$ cat src/rtl/rfi_pkg.sv
package rfi_pkg;

    typedef enum logic {
        INJ_IDLE = 1'b0,
        INJ_PEND = 1'b1
    } inj_state_e;

    typedef struct packed {
        logic accept;
        logic reject;
        logic active;
        logic commit;
        logic blocked;
        logic abandon;
    } inj_flags_t;

    function automatic logic idx_hit(input logic en, input int unsigned a, input int unsigned b);
        return en && (a == b);
    endfunction

endpackage

$ cat src/rtl/rfi_store.sv
module rfi_store #(
    parameter int N   = 16,
    parameter int DW  = 32,
    parameter int AW  = 4,
    parameter bit RO0 = 1'b1
) (
    input  logic                 clk,
    input  logic                 rst,
    input  logic                 pw_en,
    input  logic [AW-1:0]        pw_idx,
    input  logic [DW-1:0]        pw_data,
    input  logic                 iw_en,
    input  logic [AW-1:0]        iw_idx,
    input  logic [DW-1:0]        iw_data,
    output logic [N-1:0][DW-1:0] q
);
    for (genvar g = 0; g < N; g++) begin : g_reg
        if (RO0 && g == 0) begin : g_fixed
            assign q[g] = '0;
        end else begin : g_live
            logic [DW-1:0] r;
            always_ff @(posedge clk) begin
                if (rst)
                    r <= '0;
                else if (rfi_pkg::idx_hit(iw_en, int'(iw_idx), g))
                    r <= iw_data;
                else if (rfi_pkg::idx_hit(pw_en, int'(pw_idx), g))
                    r <= pw_data;
            end
            assign q[g] = r;
        end
    end
endmodule

$ cat src/rtl/rfi_rdport.sv
module rfi_rdport #(
    parameter int N   = 16,
    parameter int DW  = 32,
    parameter int AW  = 4,
    parameter int NRD = 2
) (
    input  logic [N-1:0][DW-1:0] q,
    input  logic [NRD*AW-1:0]    rd_idx,
    input  logic                 byp_en,
    input  logic [AW-1:0]        byp_idx,
    input  logic [DW-1:0]        byp_data,
    output logic [NRD*DW-1:0]    rd_data
);
    for (genvar p = 0; p < NRD; p++) begin : g_port
        logic [AW-1:0] sel;
        assign sel = rd_idx[p*AW +: AW];
        always_comb begin
            if (byp_en && sel == byp_idx)
                rd_data[p*DW +: DW] = byp_data;
            else
                rd_data[p*DW +: DW] = q[sel];
        end
    end
endmodule

$ cat src/rtl/rfi_collide.sv
module rfi_collide
    import rfi_pkg::*;
#(
    parameter int AW  = 4,
    parameter int DW  = 32,
    parameter int TW  = 8,
    parameter bit RO0 = 1'b1
) (
    input  logic          clk,
    input  logic          rst,
    input  logic          trig,
    input  logic [AW-1:0] trig_idx,
    input  logic [DW-1:0] trig_val,
    input  logic          tmo_en,
    input  logic [TW-1:0] tmo_limit,
    input  logic          pw_en,
    input  logic [AW-1:0] pw_idx,
    output logic [AW-1:0] cur_idx,
    output logic [DW-1:0] cur_val,
    output logic          commit,
    output logic          busy,
    output logic          err,
    output logic          abort
);
    localparam logic [TW-1:0] CNT_MAX = '1;

    inj_state_e    state_q, state_d;
    logic [AW-1:0] idx_q;
    logic [DW-1:0] val_q;
    logic [TW-1:0] cnt_q, cnt_n;
    logic          err_q, abort_q;
    inj_flags_t    f;

    always_comb begin
        f        = '0;
        f.accept = trig && (state_q == INJ_IDLE);
        f.reject = f.accept && RO0 && (trig_idx == '0);
        f.active = (state_q == INJ_PEND) || (f.accept && !f.reject);
        cur_idx  = (state_q == INJ_PEND) ? idx_q : trig_idx;
        cur_val  = (state_q == INJ_PEND) ? val_q : trig_val;
        f.blocked = f.active && pw_en && (pw_idx == cur_idx);
        f.commit  = f.active && !f.blocked;
        if (state_q == INJ_IDLE)
            cnt_n = TW'(1);
        else if (cnt_q == CNT_MAX)
            cnt_n = cnt_q;
        else
            cnt_n = cnt_q + TW'(1);
        f.abandon = f.blocked && tmo_en && (cnt_n >= tmo_limit);
        state_d   = (f.blocked && !f.abandon) ? INJ_PEND : INJ_IDLE;
    end

    always_ff @(posedge clk) begin
        if (rst) begin
            state_q <= INJ_IDLE;
            idx_q   <= '0;
            val_q   <= '0;
            cnt_q   <= '0;
            err_q   <= 1'b0;
            abort_q <= 1'b0;
        end else begin
            state_q <= state_d;
            idx_q   <= cur_idx;
            val_q   <= cur_val;
            cnt_q   <= f.blocked ? cnt_n : '0;
            if (f.accept)
                err_q <= f.reject;
            abort_q <= (f.accept ? 1'b0 : abort_q) | f.abandon;
        end
    end

    assign commit = f.commit;
    assign busy   = (state_q == INJ_PEND);
    assign err    = err_q;
    assign abort  = abort_q;
endmodule

$ cat src/rtl/inj_regfile.sv
module inj_regfile #(
    parameter int NREGS = 16,
    parameter int DW    = 32,
    parameter int NRD   = 2,
    parameter int TW    = 8,
    parameter bit RO0   = 1'b1,
    localparam int AW   = $clog2(NREGS)
) (
    input  logic              clk,
    input  logic              rst,
    input  logic              pw_en,
    input  logic [AW-1:0]     pw_idx,
    input  logic [DW-1:0]     pw_data,
    input  logic [NRD*AW-1:0] rd_idx,
    output logic [NRD*DW-1:0] rd_data,
    input  logic              inj_trig,
    input  logic [AW-1:0]     inj_idx,
    input  logic [DW-1:0]     inj_val,
    input  logic              tmo_en,
    input  logic [TW-1:0]     tmo_limit,
    output logic              inj_done,
    output logic              inj_busy,
    output logic              inj_err,
    output logic              inj_abort
);
    logic [NREGS-1:0][DW-1:0] q;
    logic [AW-1:0]            tgt_idx;
    logic [DW-1:0]            tgt_val;
    logic                     commit;

    rfi_collide #(.AW(AW), .DW(DW), .TW(TW), .RO0(RO0)) u_collide (
        .clk(clk), .rst(rst),
        .trig(inj_trig), .trig_idx(inj_idx), .trig_val(inj_val),
        .tmo_en(tmo_en), .tmo_limit(tmo_limit),
        .pw_en(pw_en), .pw_idx(pw_idx),
        .cur_idx(tgt_idx), .cur_val(tgt_val),
        .commit(commit), .busy(inj_busy), .err(inj_err), .abort(inj_abort)
    );

    rfi_store #(.N(NREGS), .DW(DW), .AW(AW), .RO0(RO0)) u_store (
        .clk(clk), .rst(rst),
        .pw_en(pw_en), .pw_idx(pw_idx), .pw_data(pw_data),
        .iw_en(commit), .iw_idx(tgt_idx), .iw_data(tgt_val),
        .q(q)
    );

    rfi_rdport #(.N(NREGS), .DW(DW), .AW(AW), .NRD(NRD)) u_rd (
        .q(q), .rd_idx(rd_idx),
        .byp_en(commit), .byp_idx(tgt_idx), .byp_data(tgt_val),
        .rd_data(rd_data)
    );

    assign inj_done = commit;
endmodule

$ cat config.mk
export PLATFORM = sky130hd
export DESIGN_NAME = inj_regfile
export DESIGN_NICKNAME = d
export VERILOG_FILES = /design/src/rtl/rfi_pkg.sv /design/src/rtl/rfi_store.sv /design/src/rtl/rfi_rdport.sv /design/src/rtl/rfi_collide.sv /design/src/rtl/inj_regfile.sv
export SDC_FILE = /design/constraint.sdc
export NUM_CORES = 2
export LEC_CHECK = 0
export BUFFER_PORTS_ARGS = -buffer_cell sky130_fd_sc_hd__buf_2
export CORE_ASPECT_RATIO = 0.8
export CORE_MARGIN = 2
export CORE_UTILIZATION = 50
export CTS_CLUSTER_DIAMETER = 40
export DETAILED_ROUTE_END_ITERATION = 16
export MAX_ROUTING_LAYER = met4
export PLACE_DENSITY = 0.64
export SYNTH_ARGS = -nofsm -noshare
export SYNTH_HDL_FRONTEND = slang
export SYNTH_SLANG_ARGS = --single-unit
$ cat constraint.sdc
create_clock -name clk -period 3.6 [get_ports clk]
set_input_delay 0.18 -clock clk [delete_from_list [all_inputs] [get_ports clk]]
set_output_delay 0.18 -clock clk [all_outputs]
set_load 0.05 [all_outputs]
# == Word level (Yosys, flattened, before mapping) ==
# Cells that the tools add are included.
# op_classes
shift,0
n_eq_ne,34
multipliers,0
addsub,1
magnitude_cmp,3
div_mod_pow,0
mux,42
n_bitwise,3
reduce_logical,62
# ops
op,n
32-bit 2-to-1 mux,35
32-bit binary-select mux with 4-bit select,2
4-bit equality test (second input constant),16
1-bit logical AND,41
4-bit by 3-bit equality test with 1-bit output (second input constant),8
2-bit nonzero test,15
4-bit by 2-bit equality test with 1-bit output (second input constant),4
8-bit 2-to-1 mux,2
4-bit equality test,3
4-bit by 5-bit < comparator with 1-bit output (second input constant),2
8-bit by 1-bit adder with 8-bit output (second input constant),1
4-bit by 1-bit equality test with 1-bit output (second input constant),2
8-bit equality test (second input constant),1
8-bit >= comparator,1
4-bit logical NOT,1
4-bit 2-to-1 mux,1
1-bit logical NOT,3
1-bit 2-to-1 mux,2
1-bit inverter,2
2-bit OR reduction,1
1-bit logical OR,1
1-bit OR,1
# totals
latch_bits,0
in_bits,93
out_inout_bits,68
word_cells,166
n_memories,0
ram_bits,0
ff_bits,527
mem_bits_ro,0

# == Depth between registers and ports, before layout ==
# depth
word_depth,13
ltp_mapped,12
mapped_depth_nobuf,12

# == Cells and area by module ==
# From an unflattened synthesis, not the netlist that was laid out.
# unflattened
hier_cells,3829
hier_area_um2,33787.4
# by_module_without_submodules
mod,seq_area_each_um2,area_per_inst_um2,n_inst,cells_each
rfi_store,9609.2,23353.6,1,2994
rfi_rdport,0.0,8239.2,1,619
rfi_collide,940.9,2194.6,1,216

# == Worst setup path before layout ==
# Ideal clock, no wire load.
# synth_timing
kind,reg2out
startpoint,"reg u_collide.state_q, in the netlist u_collide.busy"
endpoint,out rd_data[11]
t_arrival_ns,3.168
path_buffers,2
path_stages_with_launch,8
path_slack_ns,0.252
required_ns,3.420
cell_sequence,dfxtp_1 > mux2i_2 > mux2i_2 > a41oi_4 > buf_6 > nand2_1 > buf_2 > mux2i_1
# synth_between
elab_chain_len,12
elab_cells_between_ends,16
cone_classes,eq/ne (2); mux (3); bitwise (1); reduce/logical (10)
# synth_rtl
item,line,text
start: declaration,rfi_collide.sv:27,"inj_state_e state_q, state_d;"
start signal: assignment,rfi_collide.sv:62,state_q <= state_d;
1-bit inverter,--,
1-bit logical AND,rfi_collide.sv:36,f.accept = trig && (state_q == INJ_IDLE);
1-bit logical AND,rfi_collide.sv:37,f.reject = f.accept && RO0 && (trig_idx == '0);
1-bit logical NOT,rfi_collide.sv:38,f.active = (state_q == INJ_PEND) || (f.accept && !f.reject);
1-bit logical AND,rfi_collide.sv:38,
1-bit logical OR,rfi_collide.sv:38,
1-bit logical AND (2 in series),rfi_collide.sv:41,f.blocked = f.active && pw_en && (pw_idx == cur_idx);
1-bit logical NOT,rfi_collide.sv:42,f.commit = f.active && !f.blocked;
1-bit logical AND *,rfi_collide.sv:42,
named net inj_done,inj_regfile.sv:21,"output logic inj_done,"
1-bit logical AND *,rfi_rdport.sv:18,if (byp_en && sel == byp_idx)
32-bit 2-to-1 mux *,rfi_rdport.sv:18,
end: declaration,inj_regfile.sv:15,"output logic [NRD*DW-1:0] rd_data,"
# The timed path passes the listed nets; every way through them passes the cells marked *.

# == Worst setup path in the final report ==
# layout_timing
startpoint,"reg u_collide.state_q, in the netlist u_collide.busy"
endpoint,out rd_data[17]
# layout_between
elab_chain_len,12
elab_cells_between_ends,16
cone_classes,eq/ne (2); mux (3); bitwise (1); reduce/logical (10)
# layout_rtl
item,line
1-bit inverter,--
1-bit logical AND,rfi_collide.sv:36
1-bit logical AND,rfi_collide.sv:37
1-bit logical NOT,rfi_collide.sv:38
1-bit logical AND,rfi_collide.sv:38
1-bit logical OR,rfi_collide.sv:38
1-bit logical AND (2 in series),rfi_collide.sv:41
1-bit logical NOT,rfi_collide.sv:42
1-bit logical AND,rfi_collide.sv:42
1-bit logical AND,rfi_rdport.sv:18
32-bit 2-to-1 mux *,rfi_rdport.sv:18
# Mark *: on every way between the ends. The rest lies on a longest branch, timed or not.

==> key figures <==
Drt
  – Violation count after the first detailed-route iteration: 3402
  – Final WL: 114 mm
  – Overall via count from detail_route: 27900
  – Final ANT Viol Nets: 0
  – Pre-Repair DR Iteration Count: 5
  – Average wire per standard cell: 27.5 um
  – Via-to-Cell Ratio: 6.71
  – DRC viols: 0

Yosys
  – Async S/R FF share, synth: 0%
  – Post-synthesis sequential area ratio: 31.8%
  – Synthesized area per cell: 10.2 um2
  – Most common flop cell mapped by yosys: sky130_fd_sc_hd__dfxtp_1
  – Synthesized flop and latch total: 527
  – Synth top area share: 31.8%
  – Number of synthesized flops with an enable pin: 0
  – Syn Inst Count: 3256
  – Syn nets: 3358
  – YS warnings: 0
  – Count of different cell masters after synthesis: 55
  – Post-synthesis cell type with the largest combined area: sky130_fd_sc_hd__dfxtp_1
  – Post-Syn Area: 33200 um2
  – Top post-synthesis cells by area: sky130_fd_sc_hd__dfxtp_1 (32%), sky130_fd_sc_hd__mux4_2 (16%), sky130_fd_sc_hd__mux2i_1 (14%)

Die
  – Starting Density: 50.6%
  – Overall die area: 68500 um2
  – Chip Height: 234 um
  – Number of I/O pins: 161
  – Core Region: 65700 um2
  – # rows: 84
  – Chip width: 292 um

Critical path
  – Cell-by-cell listing of the critical path: mux2i_2 > mux2i_2 > a41oi_4 > nand2_2 > buf_4 > mux2i_1 > buf_2
  – Endpoint class of the critical path: primary output
  – Worst EP required: 3420 ps
  – Number of buffer and inverter instances along the worst setup path: 2
  – Highest fanout seen on the critical path: 19
  – Slowest CP cell: sky130_fd_sc_hd__dfxtp_4
  – Worst setup slack for register-to-register paths: 830 ps
  – Worst setup path category: reg2out
  – CP arrival: 3180 ps
  – Maximum single-stage delay on the critical path: 460 ps
  – Startpoint types: register
  – Dominant cell type by count on the critical path: sky130_fd_sc_hd__mux2i_2
  – Top delay family on crit path: multiplexers

Placed design
  – Final HPWL DP: 68.5 mm
  – Number of port buffers: 160
  – Placed inst area: 34800 um2
  – Total placed cells including tap cells: 4002
  – Routability congestion estimate: 0.881

STA
  – Worst Hold Margin: 27.5 ps
  – Final period demand of the worst path: 3360 ps
  – Top achievable clock speed: 0.298 GHz
  – Total of endpoints with negative setup slack in the final report: 0
  – Number of failing hold endpoints at the final stage: 0
  – Slew Viols, Final: 0
  – Crit share post-route: 93.4%
  – RSZ-0062 raised after global routing: no
  – Worst slew pin tran: 1260 ps
  – Total negative slack for setup checks: 0 ps
  – Max-Slew Margin vs Limit: 15.9%
  – Worst Clk Skew: 21.7 ps

Cells and area
  – Highest-count cells in the layout ignoring fill and taps: sky130_fd_sc_hd__nand2_1 (638), sky130_fd_sc_hd__dfxtp_1 (526), sky130_fd_sc_hd__mux2i_1 (457), sky130_fd_sc_hd__mux4_2 (232), sky130_fd_sc_hd__o31ai_2 (196)
  – Leading cell type in the layout, fill and taps excluded: sky130_fd_sc_hd__nand2_1
  – Number of nets in the layout: 3335
  – Synth-to-layout area growth: 12.8%
  – Post-route cell area: 37500 um2
  – Final Non-Filler Cells: 4157
  – Share of layout cells above drive strength 1: 28.0%

Global routing
  – First-pass GRT wire length: 172 mm
  – Largest net degree at the start of global routing: 65
  – GRT Resource Usage Total: 33.9%
  – Number of global-route vias before repair: 27100
  – Number of antenna violations at the first check in global routing: 3
  – Total gr overflow: 0

CTS
  – Clock net sink count: 527
  – Worst-path clk slew: 60 ps
  – Clock latency on the worst-skew pair: 630 ps
  – TritonCTS clock tree: yes
  – Resized cells post-CTS: 0
  – Clock tree root driver cell: sky130_fd_sc_hd__clkbuf_16
  – Number of H-tree levels: 3
  – Total CTS buffers: 76
  – Buffer levels on the longest clock path: 3

Min path
  – Worst min-delay path class: in2reg

Power and ir drop
  – Leakage Power: 14.4 nW
  – Peak supply drop: 0.307 mV
  – Power density over the cells: 418 nW/um2

Run status
  – Run status: finished, final reports clean

Job
  – # Max-Cap Violations: 0
-- metrics by stage --
stage / worst slack, ps / utilization (%) / power, mW
2_1_floorplan: 252 / - / 7.50
3_3_place_gp: 736 / 53.0 / 8.06
3_5_place_dp: 651 / 53.0 / 8.11
4_1_cts: 229 / 57.0 / 15.7
5_1_grt: 93.3 / 57.0 / 16.1
6_report: 239 / 57.0 / 15.7
-- repair_timing --
action                                  CTS  global route
hold endpoints to repair                 12             0
buffers inserted                          3             0
hold buffers                             10             0
endpoints found under the setup margin    6             0
-- registers in the layout, summed over array words and instances, names as in the netlist --
register            flops
u_collide.val_q        32
u_collide.err           1
u_collide.busy          1
u_collide.idx_q         4
u_store.g.g_live.r    480
u_collide.cnt_q         8
u_collide.abort         1
-- metal layers --
| metal | wire, um | track usage (%) | up-vias |
|---|---|---|---|
| met2 | 53000 | 53.2 | 1556 |
| met1 | 46600 | 43.3 | 14000 |
| met5 | 0 | - | - |
| li1 | - | - | 12000 |
| met3 | 10300 | 6.75 | 338 |
| met4 | 4390 | 13.7 | 0 |
-- Yosys cell counts, types with 12 or more instances --
master and number:
sky130_fd_sc_hd__a21oi_1 126, sky130_fd_sc_hd__a22o_1 40, sky130_fd_sc_hd__a22oi_1 24, sky130_fd_sc_hd__and3_1 13, sky130_fd_sc_hd__buf_1 29, sky130_fd_sc_hd__buf_2 92, sky130_fd_sc_hd__buf_4 13, sky130_fd_sc_hd__buf_6 23
sky130_fd_sc_hd__clkbuf_1 230, sky130_fd_sc_hd__dfxtp_1 527, sky130_fd_sc_hd__inv_1 12, sky130_fd_sc_hd__mux2_1 132, sky130_fd_sc_hd__mux2_2 53, sky130_fd_sc_hd__mux2i_1 457, sky130_fd_sc_hd__mux4_2 232, sky130_fd_sc_hd__nand2_1 641
sky130_fd_sc_hd__nor2_1 68, sky130_fd_sc_hd__nor2b_1 16, sky130_fd_sc_hd__o21ai_0 51, sky130_fd_sc_hd__o31ai_1 188, sky130_fd_sc_hd__o31ai_2 196
-- final timing paths --
kind,endpoint,from,cells after the start
worst max-delay path,rd_data[17],u_collide.busy$_SDFF_PP0_,7
worst min-delay path,u_store.g_reg[5].g_live.r[16]$_SDFFE_PP0P_,pw_data[16],3
worst max register to register,u_store.g_reg[13].g_live.r[27]$_SDFFE_PP0P_,u_collide.busy$_SDFF_PP0_,7
worst min register to register,u_collide.abort$_SDFF_PP0_,u_collide.abort$_SDFF_PP0_,2
-- worst min-delay path: cells and delay by family --
kind / cells / cell delay (ps)
mux: 1 / 160
compound gates: 1 / 70
buf+inv: 1 / 190
-- area by class of cell --
| class | count | area, um2 |
|---|---|---|
| Fill cell | 5399 | 28200 |
| Timing Repair Buffer | 286 | 2280 |
| Clock inverter | 41 | 485 |
| Sequential cell | 527 | 10600 |
| Tap cell | 860 | 1080 |
| Clock buffer | 96 | 2060 |
| Multi-Input combinational cell | 2330 | 21000 |
| Inverter | 12 | 45.0 |
| Antenna cell | 5 | 12.5 |
-- power breakdown --
group          switching (mW)  leakage, nW  total (mW)  internal (mW)
clock                    2.96         1.24        7.62           4.66
combinational            1.25         8.91        1.92          0.669
sequential              0.120         4.27        6.12           6.00
total                    4.32         14.4        15.7           11.3
-- kinds of logic after synthesis --
| kind of cell | Yosys count | synth area share, % |
|---|---|---|
| and+or+nand+nor | 786 | 9.58 |
| xor gates and xnor gates | 15 | 0.418 |
| muxes | 879 | 36.0 |
| DFF | 527 | 31.8 |
| adders and majority gates | 9 | 0.339 |
| buffers and inverters | 399 | 5.52 |
| AOI/OAI and AO/OA | 641 | 16.3 |
(Power assumes the default switching activity.)
